===== config.mk =====
export PLATFORM = sky130hd
export DESIGN_NAME = wave_issue_sched
export DESIGN_NICKNAME = d
export VERILOG_FILES = /design/src/rtl/wave_issue_sched.sv
export SDC_FILE = /design/constraint.sdc
export NUM_CORES = 1
export LEC_CHECK = 0
export BUFFER_PORTS_ARGS = -buffer_cell sky130_fd_sc_hd__buf_2
export CORE_MARGIN = 1
export CORE_UTILIZATION = 35
export DETAILED_ROUTE_END_ITERATION = 6
export PLACE_DENSITY = 0.58
export SLEW_MARGIN = 0
export SYNTH_ARGS = -nofsm -noshare
export SYNTH_HDL_FRONTEND = slang
export SYNTH_SLANG_ARGS = --single-unit

===== constraint.sdc =====
create_clock -name clk -period 11.5 [get_ports clk]
set_input_delay 0.575 -clock clk [delete_from_list [all_inputs] [get_ports clk]]
set_output_delay 0.575 -clock clk [all_outputs]
set_load 0.02 [all_outputs]

===== src/rtl/wave_issue_sched.sv =====
module wave_issue_sched #(
  parameter int N_SIMD         = 2,
  parameter int N_MEM          = 2,
  parameter int WAVES_PER_SIMD = 4,
  parameter int BANKS          = 4,
  localparam int N_SLOT = N_SIMD + N_MEM,
  localparam int N_WAVE = N_SIMD * WAVES_PER_SIMD,
  localparam int WW     = (N_WAVE > 1) ? $clog2(N_WAVE) : 1,
  localparam int SW     = (N_SIMD > 1) ? $clog2(N_SIMD) : 1
) (
  input  logic                     clk,
  input  logic                     rst,
  input  logic [N_SLOT*N_WAVE-1:0] ready_i,
  input  logic [N_WAVE*BANKS-1:0]  banks_i,
  output logic [N_SLOT-1:0]        disp_valid_o,
  output logic [N_SLOT*WW-1:0]     disp_wave_o,
  output logic [N_SLOT*SW-1:0]     disp_simd_o,
  output logic [N_WAVE-1:0]        wave_busy_o
);

  function automatic int simd_of(input logic [WW-1:0] w);
    return int'(w) / WAVES_PER_SIMD;
  endfunction

  function automatic logic [BANKS-1:0] bank_of(input logic [WW-1:0] w);
    return banks_i[int'(w)*BANKS +: BANKS];
  endfunction

  logic [WW-1:0]     ptr_q [N_SLOT];
  logic [WW-1:0]     pick  [N_SLOT];
  logic [N_SLOT-1:0] hit, kill, grant;
  logic [N_WAVE-1:0] busy_n;

  always_comb begin
    for (int s = 0; s < N_SLOT; s++) begin
      hit[s]  = 1'b0;
      pick[s] = '0;
      for (int k = 0; k < N_WAVE; k++) begin
        if (!hit[s] && ready_i[s*N_WAVE + (int'(ptr_q[s]) + k) % N_WAVE]) begin
          hit[s]  = 1'b1;
          pick[s] = WW'((int'(ptr_q[s]) + k) % N_WAVE);
        end
      end
    end
  end

  always_comb begin
    kill = '0;
    for (int i = 0; i < N_SIMD; i++)
      for (int j = N_SIMD; j < N_SLOT; j++)
        if (hit[i] && hit[j] && simd_of(pick[i]) == simd_of(pick[j]) &&
            (bank_of(pick[i]) & bank_of(pick[j])) != '0)
          kill[i] = 1'b1;
  end

  assign grant = hit & ~kill;

  always_comb begin
    busy_n = '0;
    for (int w = 0; w < N_WAVE; w++)
      for (int s = 0; s < N_SLOT; s++)
        if (grant[s] && pick[s] == WW'(w)) busy_n[w] = 1'b1;
  end

  always_ff @(posedge clk) begin
    if (rst) begin
      disp_valid_o <= '0;
      disp_wave_o  <= '0;
      disp_simd_o  <= '0;
      wave_busy_o  <= '0;
      for (int s = 0; s < N_SLOT; s++) ptr_q[s] <= '0;
    end else begin
      disp_valid_o <= grant;
      wave_busy_o  <= busy_n;
      for (int s = 0; s < N_SLOT; s++) begin
        disp_wave_o[s*WW +: WW] <= grant[s] ? pick[s] : '0;
        disp_simd_o[s*SW +: SW] <= grant[s] ? SW'(simd_of(pick[s])) : '0;
        if (grant[s]) ptr_q[s] <= WW'((int'(pick[s]) + 1) % N_WAVE);
      end
    end
  end

  p_busy_le_valid_r4: assert property (@(posedge clk) disable iff (rst)
    $countones(wave_busy_o) <= $countones(disp_valid_o));

  for (genvar s = 0; s < N_SLOT; s++) begin : g_slot_chk
    p_empty_idle_r2: assert property (@(posedge clk) disable iff (rst)
      ($past(ready_i[s*N_WAVE +: N_WAVE]) == '0) |-> !disp_valid_o[s]);
    p_pick_was_ready_r3: assert property (@(posedge clk) disable iff (rst)
      disp_valid_o[s] |->
        (($past(ready_i[s*N_WAVE +: N_WAVE]) >> disp_wave_o[s*WW +: WW]) & N_WAVE'(1)) != '0);
    if (s >= N_SIMD) begin : g_mem
      p_mem_kept_r6: assert property (@(posedge clk) disable iff (rst)
        (!$past(rst) && $past(ready_i[s*N_WAVE +: N_WAVE]) != '0) |-> disp_valid_o[s]);
    end
  end

  for (genvar i = 0; i < N_SIMD; i++) begin : g_exe_chk
    for (genvar j = N_SIMD; j < N_SLOT; j++) begin : g_mem_pair
      p_mem_wins_r5: assert property (@(posedge clk) disable iff (rst)
        (disp_valid_o[i] && disp_valid_o[j] &&
         disp_simd_o[i*SW +: SW] == disp_simd_o[j*SW +: SW]) |->
        ((BANKS'($past(banks_i) >> (BANKS*int'(disp_wave_o[i*WW +: WW]))) &
          BANKS'($past(banks_i) >> (BANKS*int'(disp_wave_o[j*WW +: WW])))) == '0));
    end
  end

endmodule


Yosys cells after proc, flatten, opt, wreduce, memory -nomap -nowiden
Memory sizes are Yosys's and may differ from the RTL's.
Index checks and enable logic that the tools add are counted.
- register bits after elaboration: 28
- latch bits: 0
- RAM bits: 12
- ROM bits: 0
- input port bits: 66
- output and inout bits: 28
- word-level logic and storage cells: 530
- memories: 1
- add/subtract/negate cells: 56
- multiply operators: 0
- divide/modulo/power cells: 0
- $lt $le $gt $ge: 32
- equality and inequality tests: 32
- shifts and indexed selects: 4
- mux-type cells: 213
- bitwise operators: 42
- reductions and logical operators: 140
- memory list (name ; depth ; bits a word ; read ports ; clocked after memory_dff ; wr ports ; line ; source):
    ptr_q ; 4 ; 3 ; 4 ; 0 ; 4 ; 29 ; logic [WW-1:0] ptr_q [N_SLOT];
- operators with widths (operator ; number):
    $mux W1 ; 145
    $shiftx A32 B6 Y4 ; 4
    $bmux W1 S5 ; 24
    $mux W3 ; 36
    $add A6 B4 Y7 const A ; 14
    $lt A7 B7 Y1 const B ; 14
    $reduce_or A3 Y1 ; 28
    $logic_and A1 B1 Y1 ; 72
    $lt A4 B7 Y1 const B ; 7
    $lt A6 B7 Y1 const B ; 7
    $add A3 B3 Y3 const B ; 16
    $eq A3 B3 Y1 const B ; 16
    $add A5 B4 Y6 const A ; 7
    $and A1 B1 Y1 const A ; 28
    $bmux W1 S4 ; 7
    $logic_not A1 Y1 ; 28
    $add A3 B1 Y3 const B ; 8
    $add A3 B2 Y3 const B ; 8
    $eq A3 B2 Y1 const B ; 8
    $and A4 B4 Y4 ; 5
    $reduce_bool A4 Y1 ; 4
    $add A5 B3 Y6 const A ; 2
    $eq A3 B1 Y1 const B ; 4
    $logic_not A3 Y1 ; 4
    10 further kinds ; 23

Longest topological paths before layout
Gate-level depths: netlist (run 1).
An unclocked memory read counts as a cell.
- depth after elaboration: 41
- gate-level depth with buffers: 21
- depth with buffers taken out: 16

Worst setup path after synthesis (run 1)
OpenSTA, ideal clock, no wires.
- path type: reg-to-reg
- start point: memory ptr_q[3][0] (netlist name)
- end point: memory ptr_q[1][0] (netlist name), enable pin
- library setup time: 344 ps
- data arrival time: 5300 ps
- required time: 11156 ps
- slack: 5856 ps
- stages on the path, launching flop included: 22
- buffers on the path: 5
- path through: edfxtp_1 clkbuf_1 buf_2 clkbuf_1 inv_1 ha_1 clkbuf_1 mux4_2 a22oi_1 a22o_1 nand4_1 o211ai_1 and2_1 buf_2 inv_1 a211oi_1 a311oi_1 a22o_1 o21ai_0 o221ai_1 and2_1 o21ai_0
- RTL lines (item ; line):
    start: declaration ; 29

==> results.txt, run 1 <==
die area: 0.0199 mm²
clock-pin slew on the worst setup and hold paths: 0.05 ns
RR Startpoint: ptr_q[3][1]$_SDFFCE_PN0P_
Worst Clk Skew: 0.00337 ns
most common cell in the netlist: nand2_1
FMAX: 152 MHz
root cell of the clock tree: clkbuf_16
Crit path arrival time: 6.52 ns
most common library cells after synthesis: 57 x nand2_1, 48 x mux2_2, 45 x mux4_2
post-synth cell types: 92
post-route insts no fill: 1081
Stages on worst setup path: 16
row cnt: 50
Filler cells: 1922
crit-path cells: inv_2 -> ha_1 -> mux4_2 -> mux2i_1 -> a21oi_1 -> o211a_1 -> o211ai_1 -> and2_1 -> inv_1 -> a211oi_1 -> a311oi_1 -> a22o_1 -> o21ai_0 -> o221ai_1 -> and2_1 -> o21ai_0
placed insts: 1073
n_diodes: 0
Worst Hold Depth: 2
final wirelength: 20.0 mm
Die Span Y: 141 µm
gr usage total: 0.197
CP max stage delay: 0.76 ns
Seq cells post-synth: 36
Main synth FF type: dfxtp_1
initial antenna violation count: 0
grt total ovfl: 0
setup bufs post-CTS: 0
status: finished clean
Yosys top cell by area: mux4_2
clk buf depth: 2
hold buffer count at CTS: 0
ANT nets after route: 0
Initial Utilization: 0.360
cts repair resizes: 0
vias per cell: 6.14
I/O pins: 94
hold crit path type: input pin to flop
largest net degree at the start of global routing: 27
count of final hold-check violations: 0
YS warnings: 0
number of DRC markers in iteration 0: 600
crit end category: flop
worst path required time: 11.42 ns
# nets final: 918
Slew HR: 0.228
final worst-path cycle share: 0.574
post-synth net total: 860
Reg2Reg Setup Slack: 4.90 ns
DRC violations left: 0
post-DP HPWL: 15.7 mm
RD Place Congestion: 0.935
CTS buffer count: 5
CP max FO: 17
drt wl/cell: 18.5 µm
hold_ws: 0.613 ns
CP Class: flop to flop
Async S/R FF share, synth: 0
Tmin final: 6.60 ns
Skew-Pair Late Insertion Delay: 0.27 ns
setup tns final: 0 ns
core area: 0.0188 mm²
vias in the first global route: 6127
DR pass1 iterations: 5
RSZ-0062 raised after global routing: false
I/O Buffers: 93
# setup viols final: 0
slowest CP cell: o211ai_1
Post-Synthesis Cells: 762
Syn Area/Cell: 8.90 µm²
P&R area growth vs syn: 10.3%
CTS tree: built
worst reg2reg endpoint: ptr_q[1][1]$_SDFFCE_PN0P_
Netlist Area Pre-Place: 0.00678 mm²
cell family with most CP delay: compound AO/OA/AOI/OAI gates
Least-Margin Pin Slew: 1.15 ns
Hold Crit Endpoint: wave_busy_o[0]$_SDFF_PP0_
HP Start: rst
Post-synth EDFFs: 12
Worst Path Buf+Inv: 2
top cell type's share of synthesized area: 0.149
largest cells by area after synthesis: mux4_2 15%, mux2_2 8.0%, dfxtp_1 7.1%
first-pass GRT wire length: 32.2 mm
layout cell share with drive strength beyond 1: 0.283
sequential share of the synthesized area: 0.124
Max-Cap Viols: 0
crit path launch type: flop
CTS H-tree lvls: 2
vias: 6638
Die X: 141 µm
TritonCTS Sinks: 36
Register-to-Register Path Depth: 16
max-slew violation count: 0
## routing by layer
layer / vias to the layer above / share of wire / global-route usage
met1: 3249 / 0.48 / 0.290
met5: - / 0 / 0
met4: 0 / 0.017 / 0.0486
li1: 3119 / - / -
met2: 235 / 0.45 / 0.311
met3: 35 / 0.054 / 0.0153
## per-stage QoR
step	setup WS, ns	instance area [µm²]	util
2_1_floorplan	5.86	6780	-
3_3_place_gp	5.08	7340	0.390
3_5_place_dp	4.97	7340	0.390
4_1_cts	4.94	7480	0.397
5_1_grt	4.37	7480	0.397
6_report	4.90	7480	0.397
## area by class of cell
cell class / instances / area (µm²) / area share
flip-flops and latches: 36 / 841 / 0.112
inverters: 50 / 188 / 0.0251
multi-input cells: 629 / 5490 / 0.733
well taps: 260 / 325 / 0.0435
clock buffers: 7 / 133 / 0.0177
clock inverters: 1 / 5.00 / 0.000669
repair buffers: 98 / 503 / 0.0672
## how the worst max path moves through the flow
stage                                         start                   endpoint  slack, ns
after floorplan           ptr_q[3][0]$_SDFFCE_PN0P_  ptr_q[1][0]$_SDFFCE_PN0P_       5.86
final                     ptr_q[3][1]$_SDFFCE_PN0P_  ptr_q[1][1]$_SDFFCE_PN0P_       4.90
after CTS                 ptr_q[3][1]$_SDFFCE_PN0P_  ptr_q[1][1]$_SDFFCE_PN0P_       4.94
after global routing      ptr_q[3][1]$_SDFFCE_PN0P_  ptr_q[1][1]$_SDFFCE_PN0P_       4.37
after global placement    ptr_q[3][1]$_SDFFCE_PN0P_  ptr_q[1][1]$_SDFFCE_PN0P_       5.08
after detailed placement  ptr_q[3][1]$_SDFFCE_PN0P_  ptr_q[1][1]$_SDFFCE_PN0P_       4.97
## flip-flops by register name (all words and copies together), names as in the netlist
name / count
disp_wave_o: 12
wave_busy_o: 8
disp_valid_o: 4
ptr_q: 12
## placed cells by master, fill, tap and decap left out, types with 15 or more instances in the layout
master,count
a211oi_1,15
a21oi_1,34
and2_1,17
and3_1,18
buf_2,93
dfxtp_1,24
ha_1,32
inv_1,44
mux2_2,48
mux2i_1,43
mux4_2,45
nand2_1,57
nand3_1,30
nand4_1,18
nor2_1,37
o21ai_0,37
## cells by family (layout without fill, tap and decap cells)
family | after synthesis | in the layout | share of synthesized area
AND/OR/NAND/NOR | 232 | 232 | 0.181
multiplexers | 145 | 145 | 0.326
XOR/XNOR | 13 | 13 | 0.0168
flip-flops | 36 | 36 | 0.124
adder cells (fa/ha/maj) | 32 | 32 | 0.0590
buffers and inverters | 97 | 156 | 0.0682
AO/OA/AOI/OAI | 207 | 207 | 0.225
## worst reg2reg max path, delay by kind of cell, from the launching register on
family                   cells  cell delay (ns)
multiplexers                 2             1.06
buffers and inverters        2             0.45
adder cells (fa/ha/maj)      1             0.69
AND/OR/NAND/NOR              2             0.74
flip-flops                   1             0.67
AO/OA/AOI/OAI                9             2.63
Power of run 1 is left out: the tool's default activity adds up to more than one toggle a clock period on the data nets, which glitch-free logic cannot reach.
==> run 2, diff against run 1 <==
Clock period 11.5 ns to 6.45 ns, I/O delays scaled along.
==> results.txt, run 2 (synthesis gave the netlist of run 1 again) <==
die area: 0.0199 mm² (unchanged)
Crit path arrival time: 5.74 ns (was 6.52 ns)
CP max stage delay: 0.62 ns (was 0.76 ns)
hold buffer count at CTS: 0 (unchanged)
Die X: 141 µm (unchanged)
largest net degree at the start of global routing: 26 (was 27)
status: finished clean (unchanged)
vias per cell: 6.07 (was 6.14)
most frequent cells in the layout: 93 x buf_2, 57 x nand2_1, 48 x mux2_2, 45 x mux4_2, 44 x inv_1 (unchanged)
CTS tree: built (unchanged)
count of final hold-check violations: 0 (unchanged)
# nets final: 935 (was 918)
cts repair resizes: 0 (unchanged)
setup tns final: 0 ns (unchanged)
Reg2Reg Setup Slack: 0.64 ns (was 4.90 ns)
CTS buffer count: 5 (unchanged)
DR pass1 iterations: 5 (unchanged)
CTS H-tree lvls: 2 (unchanged)
max-slew violation count: 0 (unchanged)
Die Span Y: 141 µm (unchanged)
FMAX: 172 MHz (was 152 MHz)
ANT nets after route: 0 (unchanged)
CP max FO: 11 (was 17)
row cnt: 50 (unchanged)
vias: 6665 (was 6638)
P&R area growth vs syn: 12.4% (was 10.3%)
crit-path cells: buf_4 -> inv_2 -> ha_1 -> inv_1 -> mux4_1 -> mux2_2 -> or3_4 -> o32ai_4 -> buf_4 -> mux2_2 -> mux4_1 -> and3_2 -> a2111oi_4 -> nor2_1 -> o21ai_0 (was inv_2 -> ha_1 -> mux4_2 -> mux2i_1 -> a21oi_1 -> o211a_1 -> o211ai_1 -> and2_1 -> inv_1 -> a211oi_1 -> a311oi_1 -> a22o_1 -> o21ai_0 -> o221ai_1 -> and2_1 -> o21ai_0)
core area: 0.0188 mm² (unchanged)
setup bufs post-CTS: 0 (unchanged)
clock-pin slew on the worst setup and hold paths: 0.05 ns (about the same)
post-DP HPWL: 15.7 mm (about the same)
crit end category: flop (unchanged)
Skew-Pair Late Insertion Delay: 0.28 ns (was 0.27 ns)
slowest CP cell: mux4_1 (was o211ai_1)
Register-to-Register Path Depth: 15 (was 16)
most common library cell in the layout ignoring fill and taps: buf_2 (unchanged)
drt wl/cell: 18.8 µm (was 18.5 µm)
crit path launch type: flop (unchanged)
initial antenna violation count: 0 (unchanged)
number of DRC markers in iteration 0: 542 (was 600)
Least-Margin Pin Slew: 1.17 ns (was 1.15 ns)
root cell of the clock tree: clkbuf_16 (unchanged)
hold crit path type: input pin to flop (unchanged)
DRC violations left: 0 (unchanged)
Worst Hold Depth: 2 (unchanged)
n_diodes: 0 (unchanged)
Slew HR: 0.216 (was 0.228)
final worst-path cycle share: 0.901 (was 0.574)
Tmin final: 5.81 ns (was 6.60 ns)
clk buf depth: 2 (unchanged)
top flop regs: disp_wave_o: 12 flops, ptr_q: 12 flops, wave_busy_o: 8 flops (unchanged)
I/O pins: 94 (unchanged)
CP Class: flop to flop (unchanged)
first-pass GRT wire length: 32.7 mm (was 32.2 mm)
worst path required time: 6.38 ns (was 11.42 ns)
I/O Buffers: 93 (unchanged)
RD Place Congestion: 0.940 (was 0.935)
final wirelength: 20.6 mm (was 20.0 mm)
Worst Clk Skew: 0.00390 ns (was 0.00337 ns)
Max-Cap Viols: 0 (unchanged)
RSZ-0062 raised after global routing: false (unchanged)
vias in the first global route: 6086 (was 6127)
layout cell share with drive strength beyond 1: 0.300 (was 0.283)
gr usage total: 0.203 (was 0.197)
grt total ovfl: 0 (unchanged)
TritonCTS Sinks: 36 (unchanged)
Initial Utilization: 0.360 (unchanged)
# setup viols final: 0 (unchanged)
-- run 2: worst paths after layout --
check / startpoint / end
setup / recovery: ptr_q[0][0]$_SDFFCE_PN0P_ / ptr_q[0][2]$_SDFFCE_PN0P_
hold / removal: rst / wave_busy_o[2]$_SDFF_PP0_
setup reg to reg: ptr_q[0][0]$_SDFFCE_PN0P_ / ptr_q[0][2]$_SDFFCE_PN0P_
hold reg to reg: ptr_q[2][0]$_SDFFCE_PN0P_ / ptr_q[2][0]$_SDFFCE_PN0P_
-- run 2: area by class of cell --
type / instances / area [µm²]
Clock buffer: 6 / 139
Clock inverter: 2 / 13.8
Fill cell: 1894 / 11200
Inverter: 50 / 188
Multi-Input combinational cell: 629 / 5490
Sequential cell: 36 / 841
Tap cell: 260 / 325
Timing Repair Buffer: 115 / 631
-- run 2: per-stage QoR --
| step | worst slack, ns | area (µm²) | util | hold WS [ns] | instances |
|---|---|---|---|---|---|
| 2_1_floorplan | 0.806 | 6780 | - | 0.661 | 762 |
| 3_3_place_gp | 0.634 | 7470 | 0.397 | 0.644 | 1090 |
| 3_5_place_dp | 0.647 | 7470 | 0.397 | 0.637 | 1090 |
| 4_1_cts | 0.623 | 7620 | 0.405 | 0.344 | 1098 |
| 5_1_grt | 0.152 | 7620 | 0.405 | 0.369 | 1098 |
| 6_report | 0.636 | 7620 | 0.405 | 0.353 | 1098 |
-- run 2: critical path: cells and delay by family, from the launching register on --
kind	cells	cell delay, ns
AOI/OAI and AO/OA	3	1.22
adders and majority gates	1	0.41
muxes	4	1.82
buffers and inverters	4	0.87
and+or+nand+nor	3	0.78
DFF	1	0.35
-- run 2: layer usage --
metal,share of wire,track usage,up-vias
li1,-,-,3162
met1,0.46,0.296,3191
met2,0.45,0.317,286
met3,0.072,0.0197,26
met4,0.017,0.0566,0
met5,0,0,-
Power of run 2 is left out for the same reason.
